===== src/rtl/shift_norm_pkg.sv =====
package shift_norm_pkg;
    localparam logic [2:0] OP_LSH    = 3'd0;
    localparam logic [2:0] OP_ASH    = 3'd1;
    localparam logic [2:0] OP_EXP    = 3'd2;
    localparam logic [2:0] OP_NORM   = 3'd3;
    localparam logic [2:0] OP_DENORM = 3'd4;
    localparam logic [2:0] OP_BLK    = 3'd5;
endpackage


===== src/rtl/sign_run_count.sv =====
module sign_run_count #(
    parameter int W    = 16,
    parameter int CW   = $clog2(W)
) (
    input  logic [W-1:0]  word,
    output logic [CW-1:0] count
);
    logic run;

    always_comb begin
        count = '0;
        run   = 1'b1;
        for (int i = W - 2; i >= 0; i--) begin
            if (run && (word[i] == word[W-1])) begin
                count = CW'(count + 1'b1);
            end else begin
                run = 1'b0;
            end
        end
    end
endmodule


===== src/rtl/frame_place.sv =====
module frame_place #(
    parameter int W = 16
) (
    input  logic [W-1:0]   word,
    input  logic           upper,
    input  logic           extend,
    output logic [2*W-1:0] frame
);
    always_comb begin
        if (upper) begin
            frame = {word, {W{1'b0}}};
        end else begin
            frame = {{W{extend & word[W-1]}}, word};
        end
    end
endmodule


===== src/rtl/log_barrel.sv =====
module log_barrel #(
    parameter int FW    = 32,
    parameter int MAG_W = 9,
    localparam int LOG  = $clog2(FW)
) (
    input  logic [FW-1:0]    frame,
    input  logic             to_left,
    input  logic             arith,
    input  logic [MAG_W-1:0] mag,
    output logic [FW-1:0]    shifted
);
    logic [FW-1:0] lst [0:LOG];
    logic [FW-1:0] rst [0:LOG];
    logic          fill;
    logic          sat;

    assign fill   = arith & frame[FW-1];
    assign sat    = |mag[MAG_W-1:LOG];
    assign lst[0] = frame;
    assign rst[0] = frame;

    for (genvar k = 0; k < LOG; k++) begin : g_stage
        localparam int S = 1 << k;
        assign lst[k+1] = mag[k] ? {lst[k][FW-1-S:0], {S{1'b0}}} : lst[k];
        assign rst[k+1] = mag[k] ? {{S{fill}}, rst[k][FW-1:S]}   : rst[k];
    end

    always_comb begin
        if (to_left) begin
            shifted = sat ? '0 : lst[LOG];
        end else begin
            shifted = sat ? {FW{fill}} : rst[LOG];
        end
    end
endmodule


===== src/rtl/shift_norm_unit.sv =====
module shift_norm_unit #(
    parameter int DATA_W = 16,
    parameter int AMT_W  = 8,
    localparam int FRAME_W = 2 * DATA_W,
    localparam int EXP_W   = $clog2(DATA_W),
    localparam int MAG_W   = AMT_W + 1
) (
    input  logic               clk,
    input  logic               rst_n,
    input  logic [2:0]         op,
    input  logic [DATA_W-1:0]  data_in,
    input  logic [AMT_W-1:0]   amount,
    input  logic               place_hi,
    input  logic               blk_clear,
    output logic [FRAME_W-1:0] result,
    output logic [EXP_W-1:0]   exp_out,
    output logic [EXP_W-1:0]   blk_exp
);
    import shift_norm_pkg::*;

    localparam logic [EXP_W-1:0] EXP_MAX = EXP_W'(DATA_W - 1);

    typedef struct packed {
        logic [FRAME_W-1:0] res;
        logic [EXP_W-1:0]   expo;
        logic [EXP_W-1:0]   blk;
    } state_t;

    state_t             st_d, st_q;
    logic [EXP_W-1:0]   cnt;
    logic [FRAME_W-1:0] frame;
    logic [FRAME_W-1:0] shifted;
    logic               extend;
    logic               to_left;
    logic               arith;
    logic [MAG_W-1:0]   mag;
    logic [MAG_W-1:0]   amt_wide;

    sign_run_count #(.W(DATA_W), .CW(EXP_W)) u_count (
        .word  (data_in),
        .count (cnt)
    );

    frame_place #(.W(DATA_W)) u_place (
        .word   (data_in),
        .upper  (place_hi),
        .extend (extend),
        .frame  (frame)
    );

    log_barrel #(.FW(FRAME_W), .MAG_W(MAG_W)) u_barrel (
        .frame   (frame),
        .to_left (to_left),
        .arith   (arith),
        .mag     (mag),
        .shifted (shifted)
    );

    assign extend   = (op != OP_LSH);
    assign arith    = (op != OP_LSH);
    assign amt_wide = {amount[AMT_W-1], amount};

    always_comb begin
        to_left = 1'b1;
        mag     = '0;
        unique case (op)
            OP_LSH, OP_ASH: begin
                to_left = ~amount[AMT_W-1];
                mag     = amount[AMT_W-1] ? MAG_W'({MAG_W{1'b0}} - amt_wide) : amt_wide;
            end
            OP_NORM: begin
                to_left = 1'b1;
                mag     = MAG_W'(cnt);
            end
            OP_DENORM: begin
                to_left = 1'b0;
                mag     = {1'b0, amount};
            end
            default: begin
                to_left = 1'b1;
                mag     = '0;
            end
        endcase
    end

    always_comb begin
        st_d = st_q;
        unique case (op)
            OP_LSH, OP_ASH, OP_DENORM: begin
                st_d.res = shifted;
            end
            OP_NORM: begin
                st_d.res  = shifted;
                st_d.expo = cnt;
            end
            OP_EXP: begin
                st_d.expo = cnt;
            end
            OP_BLK: begin
                st_d.expo = cnt;
                if (cnt < st_q.blk) begin
                    st_d.blk = cnt;
                end
            end
            default: begin
                st_d = st_q;
            end
        endcase
        if (blk_clear) begin
            st_d.blk = EXP_MAX;
        end
    end

    always_ff @(posedge clk) begin
        if (!rst_n) begin
            st_q.res  <= '0;
            st_q.expo <= '0;
            st_q.blk  <= EXP_MAX;
        end else begin
            st_q <= st_d;
        end
    end

    assign result  = st_q.res;
    assign exp_out = st_q.expo;
    assign blk_exp = st_q.blk;
endmodule


===== config.mk =====
export PLATFORM = sky130hd
export DESIGN_NAME = shift_norm_unit
export DESIGN_NICKNAME = d
export VERILOG_FILES = /design/src/rtl/shift_norm_pkg.sv /design/src/rtl/sign_run_count.sv /design/src/rtl/frame_place.sv /design/src/rtl/log_barrel.sv /design/src/rtl/shift_norm_unit.sv
export SDC_FILE = /design/constraint.sdc
export NUM_CORES = 1
export LEC_CHECK = 0
export ABC_AREA = 1
export BUFFER_PORTS_ARGS = -buffer_cell sky130_fd_sc_hd__buf_2
export CAP_MARGIN = 20
export CORE_MARGIN = 4
export CORE_UTILIZATION = 23
export CTS_CLUSTER_SIZE = 20
export DETAILED_ROUTE_END_ITERATION = 7
export GPL_ROUTABILITY_DRIVEN = 0
export PLACE_DENSITY_LB_ADDON = 0.08
export SETUP_SLACK_MARGIN = 0.15
export SYNTH_ARGS = -nofsm -noshare
export SYNTH_HDL_FRONTEND = slang
export SYNTH_SLANG_ARGS = --single-unit
export TNS_END_PERCENT = 100

===== constraint.sdc =====
create_clock -name clk -period 15.6 [get_ports clk]
set_clock_uncertainty 0.15 [all_clocks]
set_input_delay 3.9 -clock clk [delete_from_list [all_inputs] [get_ports clk]]
set_output_delay 3.9 -clock clk [all_outputs]
set_load 0.01 [all_outputs]

==> results of run 1 <==
worst max-delay path, delay by kind of cell:
family | cells | cell delay [ps]
adder cells (fa/ha/maj) | 7 | 1920
AO/OA/AOI/OAI | 7 | 1430
buffers and inverters | 8 | 1180
AND/OR/NAND/NOR | 17 | 2490
layer usage:
layer / vias up / global-route usage, %
met5: - / 0
met4: 0 / 3.48
met3: 30 / 2.41
met2: 243 / 29.8
met1: 4193 / 26.8
li1: 4472 / -
power groups by stage:
| stage | Combinational (W) | Sequential [W] | Clock (W) |
|---|---|---|---|
| floorplan | 0.000205 | 0.000122 | 0 |
| global placement | 0.000306 | 0.000119 | 0 |
| detailed placement | 0.000303 | 0.000119 | 0 |
| CTS | 0.000304 | 0.000117 | 0.000127 |
| global route | 0.000344 | 0.000118 | 0.000131 |
| finish | 0.000305 | 0.000117 | 0.000125 |
stage by stage:
stage	hold slack, ps	total power, W	setup WS [ps]	cell area, um2
4_1_cts	357	0.000549	4720	7640
2_1_floorplan	364	0.000327	6590	6980
3_5_place_dp	349	0.000422	4410	7480
6_report	363	0.000547	4690	7660
3_3_place_gp	352	0.000426	4570	7480
5_1_grt	395	0.000593	3950	7660
cell families after synthesis:
logic type	Yosys count	synth area share (%)
buffers and inverters	213	13.5
xor gates and xnor gates	8	1.11
and+or+nand+nor	903	57.5
AOI/OAI and AO/OA	174	13.7
DFF	40	11.5
adders and majority gates	15	2.69
synthesized netlist by cell type (2+ instances only):
master    number
nand4_1        3
and2_1         4
nand3b_1       7
inv_1        119
buf_4         10
nor2_1        62
buf_6          8
nand3_1      341
nand2_1      451
dfxtp_1       40
o211ai_1       5
nor3_1         8
buf_2         31
o21ai_1       14
xor2_1         5
ha_1          15
nand2_4        5
clkinv_1       3
xnor2_1        2
inv_2          8
nor2_2         3
clkbuf_1      28
o21ai_2        4
nand2_2       10
buf_1          4
a21oi_2        3
o21ai_0       60
a31oi_1        6
inv_4          2
o21bai_1       5
a21oi_1       68
state kept, by name (all words and copies together) (netlist names):
name,count
blk_exp,4
exp_out,4
result,32
path summary, 6_finish.rpt:
check                            startpoint         end  cells past startpoint
worst max-delay path            data_in[15]   result[3]                     39
worst min-delay path             blk_exp[0]  blk_exp[0]                      2
worst max register to register   blk_exp[3]  blk_exp[1]                      7
worst min register to register   blk_exp[0]  blk_exp[0]                      2
final cells by class:
| class | instances | share of cell area (%) |
|---|---|---|
| Clock inverter | 2 | 0.457 |
| Clock buffer | 6 | 1.68 |
| Inverter | 132 | 6.53 |
| Sequential cell | 40 | 10.4 |
| Multi-Input combinational cell | 1100 | 68.5 |
| Tap cell | 390 | 6.37 |
| Timing Repair Buffer | 84 | 5.99 |
==> flow_summary.json, run 1 <==
{
  "status": "completed",
  "wirelength_met1_mm": 15.3,
  "totalNegativeSetupSlack_ps": 0,
  "ys_seq_area_share_pct": 11.5,
  "final_antenna_net_count": 0,
  "period_share_pct": 69.9,
  "ys_top_cells_by_area": "nand3_1 (24%), nand2_1 (24%), dfxtp_1 (11%)",
  "grt_pass1_vias": 8481,
  "hold_path_class": "flop to flop",
  "critPathMostFrequentCell": "nand2_1",
  "hold_viol": 0,
  "slew_headroom_pct": 50.4,
  "slew_violations": 0,
  "wl_per_cell_um": 17.9,
  "drt_iter0_markers": 683,
  "dp_hpwl_mm": 24.2,
  "cts-htree-levels": 2,
  "cts_resized": 0,
  "syn_nets": 1399,
  "clk_pin_slew_ps": 60,
  "synth_edf_count": 0,
  "p_leak_nw": 4.11,
  "root_buffer": "clkbuf_16",
  "clock_path_buffers": 2,
  "num_io_pins": 71,
  "r2r_slack_ps": 14060,
  "vias_per_cell": 5.10,
  "cts_sinks": 40,
  "cpMaxStageDelayCell": "nand2_4",
  "p_int_w": 0.000277,
  "portBuffers": 70,
  "grt_pass1_wl_mm": 49.1,
  "highest_layer": "met4",
  "ys_warn_count": 0,
  "die-height_um": 182,
  "multi_input_area_um2": 5250,
  "wl_met3_mm": 1.56,
  "grt_max_degree": 70,
  "cp-end-kind": "flop",
  "synth_seq_cells": 40,
  "layout_commonest_cell": "nand2_1",
  "row_count": 63,
  "powerDensity_nw_per_um2": 71.4,
  "insertion_delay_ps": 290,
  "stdcell_count": 1754,
  "overflow": 0,
  "postSynth.asyncResetShare_pct": 0,
  "num-fill-cells": 3555,
  "start_util_pct": 23.4,
  "cts_tree": "yes",
  "synthFlopType": "dfxtp_1",
  "first_pass_iters": 5,
  "combPwrFrac_pct": 55.8,
  "finalCriticalPeriod_ps": 10910,
  "power_frac_clock_pct": 22.9,
  "regArea_um2": 801,
  "maxCapViolCount": 0,
  "utilization_pct": 25.7,
  "dpl.cell_count": 1744,
  "final_nets": 1409,
  "antenna_found_initial": 0,
  "seqPwrFrac_pct": 21.3,
  "path_max_fanout": 69,
  "final_cell_mix": "nand2_1 (451), nand3_1 (341), inv_1 (119)",
  "worstMarginPinSlew_ps": 744,
  "cts_buffers": 5,
  "yosysTopAreaCell": "nand3_1",
  "p_sw_w": 0.000270,
  "worst_ir_drop_vdd_v": 0.0000368,
  "avgSynthCellArea_um2": 5.16,
  "dr_wl_met2_mm": 14.1,
  "max_stage_delay_ps": 530,
  "vias": 8938,
  "worstSetupPathType": "input port to flop",
  "critPathLaunchType": "input port",
  "rsz0062_at_grt": "false",
  "cts_setup_buffers": 0,
  "synth_cell_types": 50,
  "crit_required_ps": 15680,
  "wl_mm": 31.5,
  "area_growth_pct": 9.73,
  "grt_use_total_pct": 18.6,
  "drcViolationCount": 0,
  "cts_hold_buf": 0,
  "p_sw_share_pct": 49.4,
  "fmax_mhz": 91.7,
  "die-area_um2": 33200,
  "syn_area_um2": 6980,
  "antennaDiodeCount": 0,
  "synth_top_area_share_pct": 24.4,
  "syn-instance-count": 1353,
  "setup_violations": 0,
  "die_w_um": 182,
  "drive_gt1_share_pct": 10.0,
  "coreArea_um2": 29800,
  "cp.arrival_ps": 10990
}
No activity file was read; power rests on OpenSTA's default activity.
==> run 2, diff against run 1 <==
- clock period: 15.6 -> 10.41 ns (I/O delays scaled with it)
==> run 2 against run 1 <==
Against the previous run: critical path type unchanged; wire length grew 0.27%; combinational power grew 50%; flip-flop and latch count did not move; global-route usage is 0.059 points higher; highest routed layer unchanged; hold slack better by 5.8 ps; setup slack got worse by 3200 ps; non-clock buffer count is 5 higher; via count shrank 1.2%; sequential power rose by 51%; power grew 47%; die area is the same.
==> flow_summary.json, run 2 (synthesis gave the netlist of run 1 again) <==
{
  "min_from": "blk_exp[2]",
  "largest_register_ffs": 32,
  "dp_hpwl_mm": 24.9,
  "p_leak_nw": 4.13,
  "grt_max_degree": 70,
  "wl_per_cell_um": 17.9,
  "vias": 8829,
  "row_count": 63,
  "cts_resized": 0,
  "cts-htree-levels": 2,
  "worstReg2RegEnd": "blk_exp[3]",
  "totalNegativeSetupSlack_ps": 0,
  "rr_worst_depth": 6,
  "layout_commonest_cell": "nand2_1",
  "finalCriticalPeriod_ps": 8910,
  "slew_headroom_pct": 37.0,
  "hold_path_class": "flop to flop",
  "slew_violations": 0,
  "grt_use_total_pct": 18.6,
  "die-area_um2": 33200,
  "worstMarginPinSlew_ps": 942,
  "root_buffer": "clkbuf_16",
  "clock_path_buffers": 2,
  "coreArea_um2": 29800,
  "seqPwrFrac_pct": 22.0,
  "antennaDiodeCount": 0,
  "grt_pass1_wl_mm": 49.2,
  "die_w_um": 182,
  "cpMaxStageDelayCell": "buf_4",
  "dpl.cell_count": 1750,
  "p_int_w": 0.000400,
  "rsz0062_at_grt": "false",
  "die-height_um": 182,
  "cts_hold_buf": 0,
  "cts_tree": "yes",
  "cts_buffers": 5,
  "max_stage_delay_ps": 550,
  "setup_violations": 0,
  "cp-end-kind": "flop",
  "area_growth_pct": 10.2,
  "worstSetupPathType": "input port to flop",
  "final_nets": 1414,
  "fmax_mhz": 112,
  "period_share_pct": 85.6,
  "combPwrFrac_pct": 57.0,
  "drcViolationCount": 0,
  "maxCapViolCount": 0,
  "power_frac_clock_pct": 21.0,
  "crit_required_ps": 10450,
  "setup_slack_ps": 1500,
  "cts_sinks": 40,
  "overflow": 0,
  "first_pass_iters": 5,
  "p_sw_share_pct": 50.2,
  "num-fill-cells": 3558,
  "hold_depth": 2,
  "wl_mm": 31.6,
  "drt_iter0_markers": 680,
  "vias_per_cell": 5.02,
  "holdPathEnd": "blk_exp[2]",
  "antenna_found_initial": 0,
  "p_sw_w": 0.000404,
  "cp.arrival_ps": 8950,
  "stdcell_count": 1759,
  "start_util_pct": 23.4,
  "powerDensity_nw_per_um2": 104,
  "critPathLaunchType": "input port",
  "critPathMostFrequentCell": "nand2_1",
  "dpl_worst_slack_ps": 1160,
  "r2r-start": "blk_exp[3]",
  "insertion_delay_ps": 300,
  "path_max_fanout": 66,
  "status": "completed",
  "num_io_pins": 71,
  "final_antenna_net_count": 0,
  "portBuffers": 70,
  "worst_ir_drop_vdd_v": 0.0000558,
  "r2r_slack_ps": 8890,
  "hold_viol": 0,
  "drive_gt1_share_pct": 10.4,
  "grt_pass1_vias": 8537,
  "clk_pin_slew_ps": 70,
  "final_cell_mix": "nand2_1 (451), nand3_1 (341), inv_1 (119)",
  "cts_setup_buffers": 0
}
==> run 2: critical path: cells and delay by family <==
family,cells,cell delay [ps]
simple gates,21,2410
fa+ha+maj,7,1930
buf+inv,7,1260
compound gates,5,720
==> run 2: through the flow <==
| stage | utilization (%) | total power [W] | instance area [um2] | hold WS (ps) |
|---|---|---|---|---|
| CTS | 25.8 | 0.000806 | 7690 | 372 |
| floorplan | - | 0.000490 | 6980 | 364 |
| global placement | 25.3 | 0.000643 | 7540 | 361 |
| global route | 25.8 | 0.000873 | 7700 | 405 |
| detailed placement | 25.3 | 0.000637 | 7540 | 363 |
| finish | 25.8 | 0.000803 | 7700 | 368 |
==> run 2: worst max-delay path by stage <==
stage	startpoint	endpoint	slack, ps	depth (start not counted)
after floorplan	data_in[15]	result[28]	2690	43
after global placement	data_in[15]	result[0]	1270	40
after detailed placement	data_in[15]	result[0]	1160	40
after CTS	data_in[15]	result[0]	1470	40
after global routing	data_in[15]	result[17]	750	43
final	data_in[15]	result[0]	1500	40
==> run 2: cell type report <==
type	count	area, um2	area share (%)
multi-input combinational	1100	5250	68.2
sequential	40	801	10.4
timing repair buffer	89	505	6.56
inverter	132	500	6.50
tap	390	488	6.34
clock buffer	6	139	1.80
clock inverter	2	15.0	0.195
==> run 2: power by group through the flow <==
stage          combinational, W  sequential (W)  clock (W)
5_1_grt                0.000515        0.000179   0.000179
6_report               0.000458        0.000177   0.000168
3_5_place_dp           0.000457        0.000180          0
2_1_floorplan          0.000307        0.000183          0
3_3_place_gp           0.000463        0.000180          0
4_1_cts                0.000458        0.000177   0.000171
==> run 2: per-layer routing <==
layer	part of all wire (%)	global-route usage, %
met4	2.2	3.90
met5	0	0
met1	47	26.0
met2	45	30.9
met3	5.6	2.33
==> run 3, diff against run 2 <==
- ABC_AREA: 1 -> 0
==> run 3 against run 2 <==
Against the previous run: cell area up 22%; area after synthesis increased by 3.4%; first-iteration DRC count grew 27%; setup slack got worse by 1000 ps; cell count is 11% lower; hold slack got worse by 25 ps; critical path type unchanged; largest cell class unchanged; largest power group unchanged; highest routed layer unchanged.
==> flow_summary.json, run 3 <==
{
  "drive_gt1_share_pct": 30.4,
  "globalRoute.busiestLayer": "met2",
  "synthAdderAreaFrac_pct": 2.60,
  "synth_seq_cells": 40,
  "wl_per_cell_um": 23.6,
  "fin_area_um2": 9410,
  "period_share_pct": 95.5,
  "ys_seq_area_share_pct": 11.1,
  "slew_violations": 0,
  "max_stage_delay_ps": 310,
  "cts_buffers": 5,
  "dp_hpwl_mm": 28.9,
  "wl_mm": 37.0,
  "status": "completed",
  "coreArea_um2": 30700,
  "ys_warn_count": 0,
  "p_leak_nw": 3.82,
  "synth_top_area_share_pct": 11.1,
  "clk_pin_slew_ps": 70,
  "powerDensity_nw_per_um2": 95.1,
  "die_w_um": 185,
  "stdcell_count": 1567,
  "worstSetupPathType": "input port to flop",
  "synthSimpleGateAreaFrac_pct": 23.9,
  "portBuffers": 70,
  "insertion_delay_ps": 300,
  "fin_total_pwr_w": 0.000894,
  "cts_sinks": 40,
  "start_util_pct": 23.5,
  "antennaDiodeCount": 0,
  "synth_xor_area_share_pct": 2.89,
  "final_antenna_net_count": 0,
  "grt_pass1_vias": 8753,
  "syn_area_um2": 7220,
  "cts-htree-levels": 2,
  "synthMuxAreaShare_pct": 16.6,
  "synth_top_family_by_area": "compound AO/OA/AOI/OAI gates",
  "slew_headroom_pct": 22.4,
  "num_io_pins": 71,
  "synth_cell_types": 94,
  "postSynth.asyncResetShare_pct": 0,
  "worst_ir_drop_vdd_v": 0.0000571,
  "critPathMostFrequentCell": "ha_1",
  "grt_max_degree": 57,
  "layout_commonest_cell": "buf_4",
  "syn_nets": 1068,
  "first_pass_iters": 6,
  "cpMaxStageDelayCell": "ha_1",
  "drt_iter0_markers": 865,
  "drcViolationCount": 0,
  "dpl_cell_area_um2": 8740,
  "rsz0062_at_grt": "true",
  "grt.met3_usage_pct": 1.18,
  "final_cell_mix": "buf_4 (139), nor2_1 (108), nand2_1 (99)",
  "grt.met2_usage_pct": 33.9,
  "synth_common_cells": "nor2_1 (110), nand2_1 (99), mux2i_1 (77)",
  "clock_path_buffers": 2,
  "synthFlopType": "dfxtp_1",
  "cts_tree": "yes",
  "setup_slack_ps": 467,
  "die-height_um": 185,
  "row_count": 64,
  "antenna_found_initial": 0,
  "synth_compound_area_share_pct": 35.6,
  "ys_top_cells_by_area": "dfxtp_1 (11%), mux2i_1 (11%), nor2_1 (5.7%)",
  "largest_register_ffs": 32,
  "vias_per_cell": 5.72,
  "finalCriticalPeriod_ps": 9940,
  "final_nets": 1216,
  "hold_path_class": "flop to flop",
  "vias": 8966,
  "synth_edf_count": 0,
  "worstMarginPinSlew_ps": 1160,
  "maxCapViolCount": 0,
  "crit_required_ps": 10440,
  "grt_pass1_wl_mm": 55.2,
  "dpl_worst_slack_ps": -65.1,
  "cp.arrival_ps": 9970,
  "die-area_um2": 34300,
  "setup_violations": 0,
  "avgSynthCellArea_um2": 7.07,
  "globalRouteMet1Util_pct": 29.2,
  "yosysTopAreaCell": "dfxtp_1",
  "root_buffer": "clkbuf_16",
  "area_growth_pct": 30.3,
  "critPathLaunchType": "input port",
  "dpl.cell_count": 1540,
  "hold_viol": 0,
  "synth.most_common_cell": "nor2_1",
  "cp-end-kind": "flop",
  "fmax_mhz": 101,
  "syn-instance-count": 1022,
  "overflow": 0,
  "path_max_fanout": 8,
  "grt_use_total_pct": 20.8
}
[run 3: worst paths after layout]
check	start	endpoint	slack (ps)	cells after the start
max	data_in[13]	result[8]	470	43
min	exp_out[3]	exp_out[3]	340	2
max reg2reg	blk_exp[1]	blk_exp[0]	8330	10
min reg2reg	exp_out[3]	exp_out[3]	340	2
[run 3: area by class of cell]
type | count | area (um2)
sequential | 40 | 801
clock inverter | 3 | 47.5
timing repair buffer | 225 | 1650
tap | 396 | 495
inverter | 24 | 90.1
multi-input combinational | 874 | 6200
clock buffer | 5 | 125
fill | 3483 | 21300
[run 3: kinds of logic (layout without fill, tap and decap cells)]
logic type	Yosys count	in the layout
AO/OA/AOI/OAI	360	360
XOR/XNOR	23	23
adder cells (fa/ha/maj)	15	15
buffers and inverters	108	257
flip-flops	40	40
multiplexers	113	113
AND/OR/NAND/NOR	363	363
[run 3: power by group]
group	switching (W)	total [W]	leakage [nW]	internal [W]
Clock	0.0000785	0.000193	0.0840	0.000114
Combinational	0.000317	0.000526	3.41	0.000209
Sequential	0.00000804	0.000176	0.329	0.000168
[run 3: critical path, delay by kind of cell]
| family | cells | cell delay [ps] |
|---|---|---|
| AOI/OAI and AO/OA | 20 | 3290 |
| and+or+nand+nor | 10 | 1060 |
| muxes | 2 | 570 |
| adders and majority gates | 6 | 1650 |
| xor gates and xnor gates | 1 | 210 |
| buffers and inverters | 4 | 570 |
[run 3: metal layers]
metal / vias to the layer above / part of all wire [%]
met4: 0 / 3.4
met3: 56 / 3.8
met1: 4400 / 47
met5: - / 0
li1: 4193 / -
met2: 317 / 46
[run 3: metrics by stage]
step,utilization [%],setup TNS (ps),hold slack (ps)
2_1_floorplan,-,0,356
3_3_place_gp,28.4,-120,329
3_5_place_dp,28.4,-128,335
4_1_cts,29.0,0,344
5_1_grt,30.6,0,366
6_report,30.6,0,344
[run 3: repair_timing]
item / in CTS / in global routing
hold buffers: 0 / 0
setup endpoints to repair: 0 / 36
resized for setup: 0 / 77
setup buffers: 0 / 18
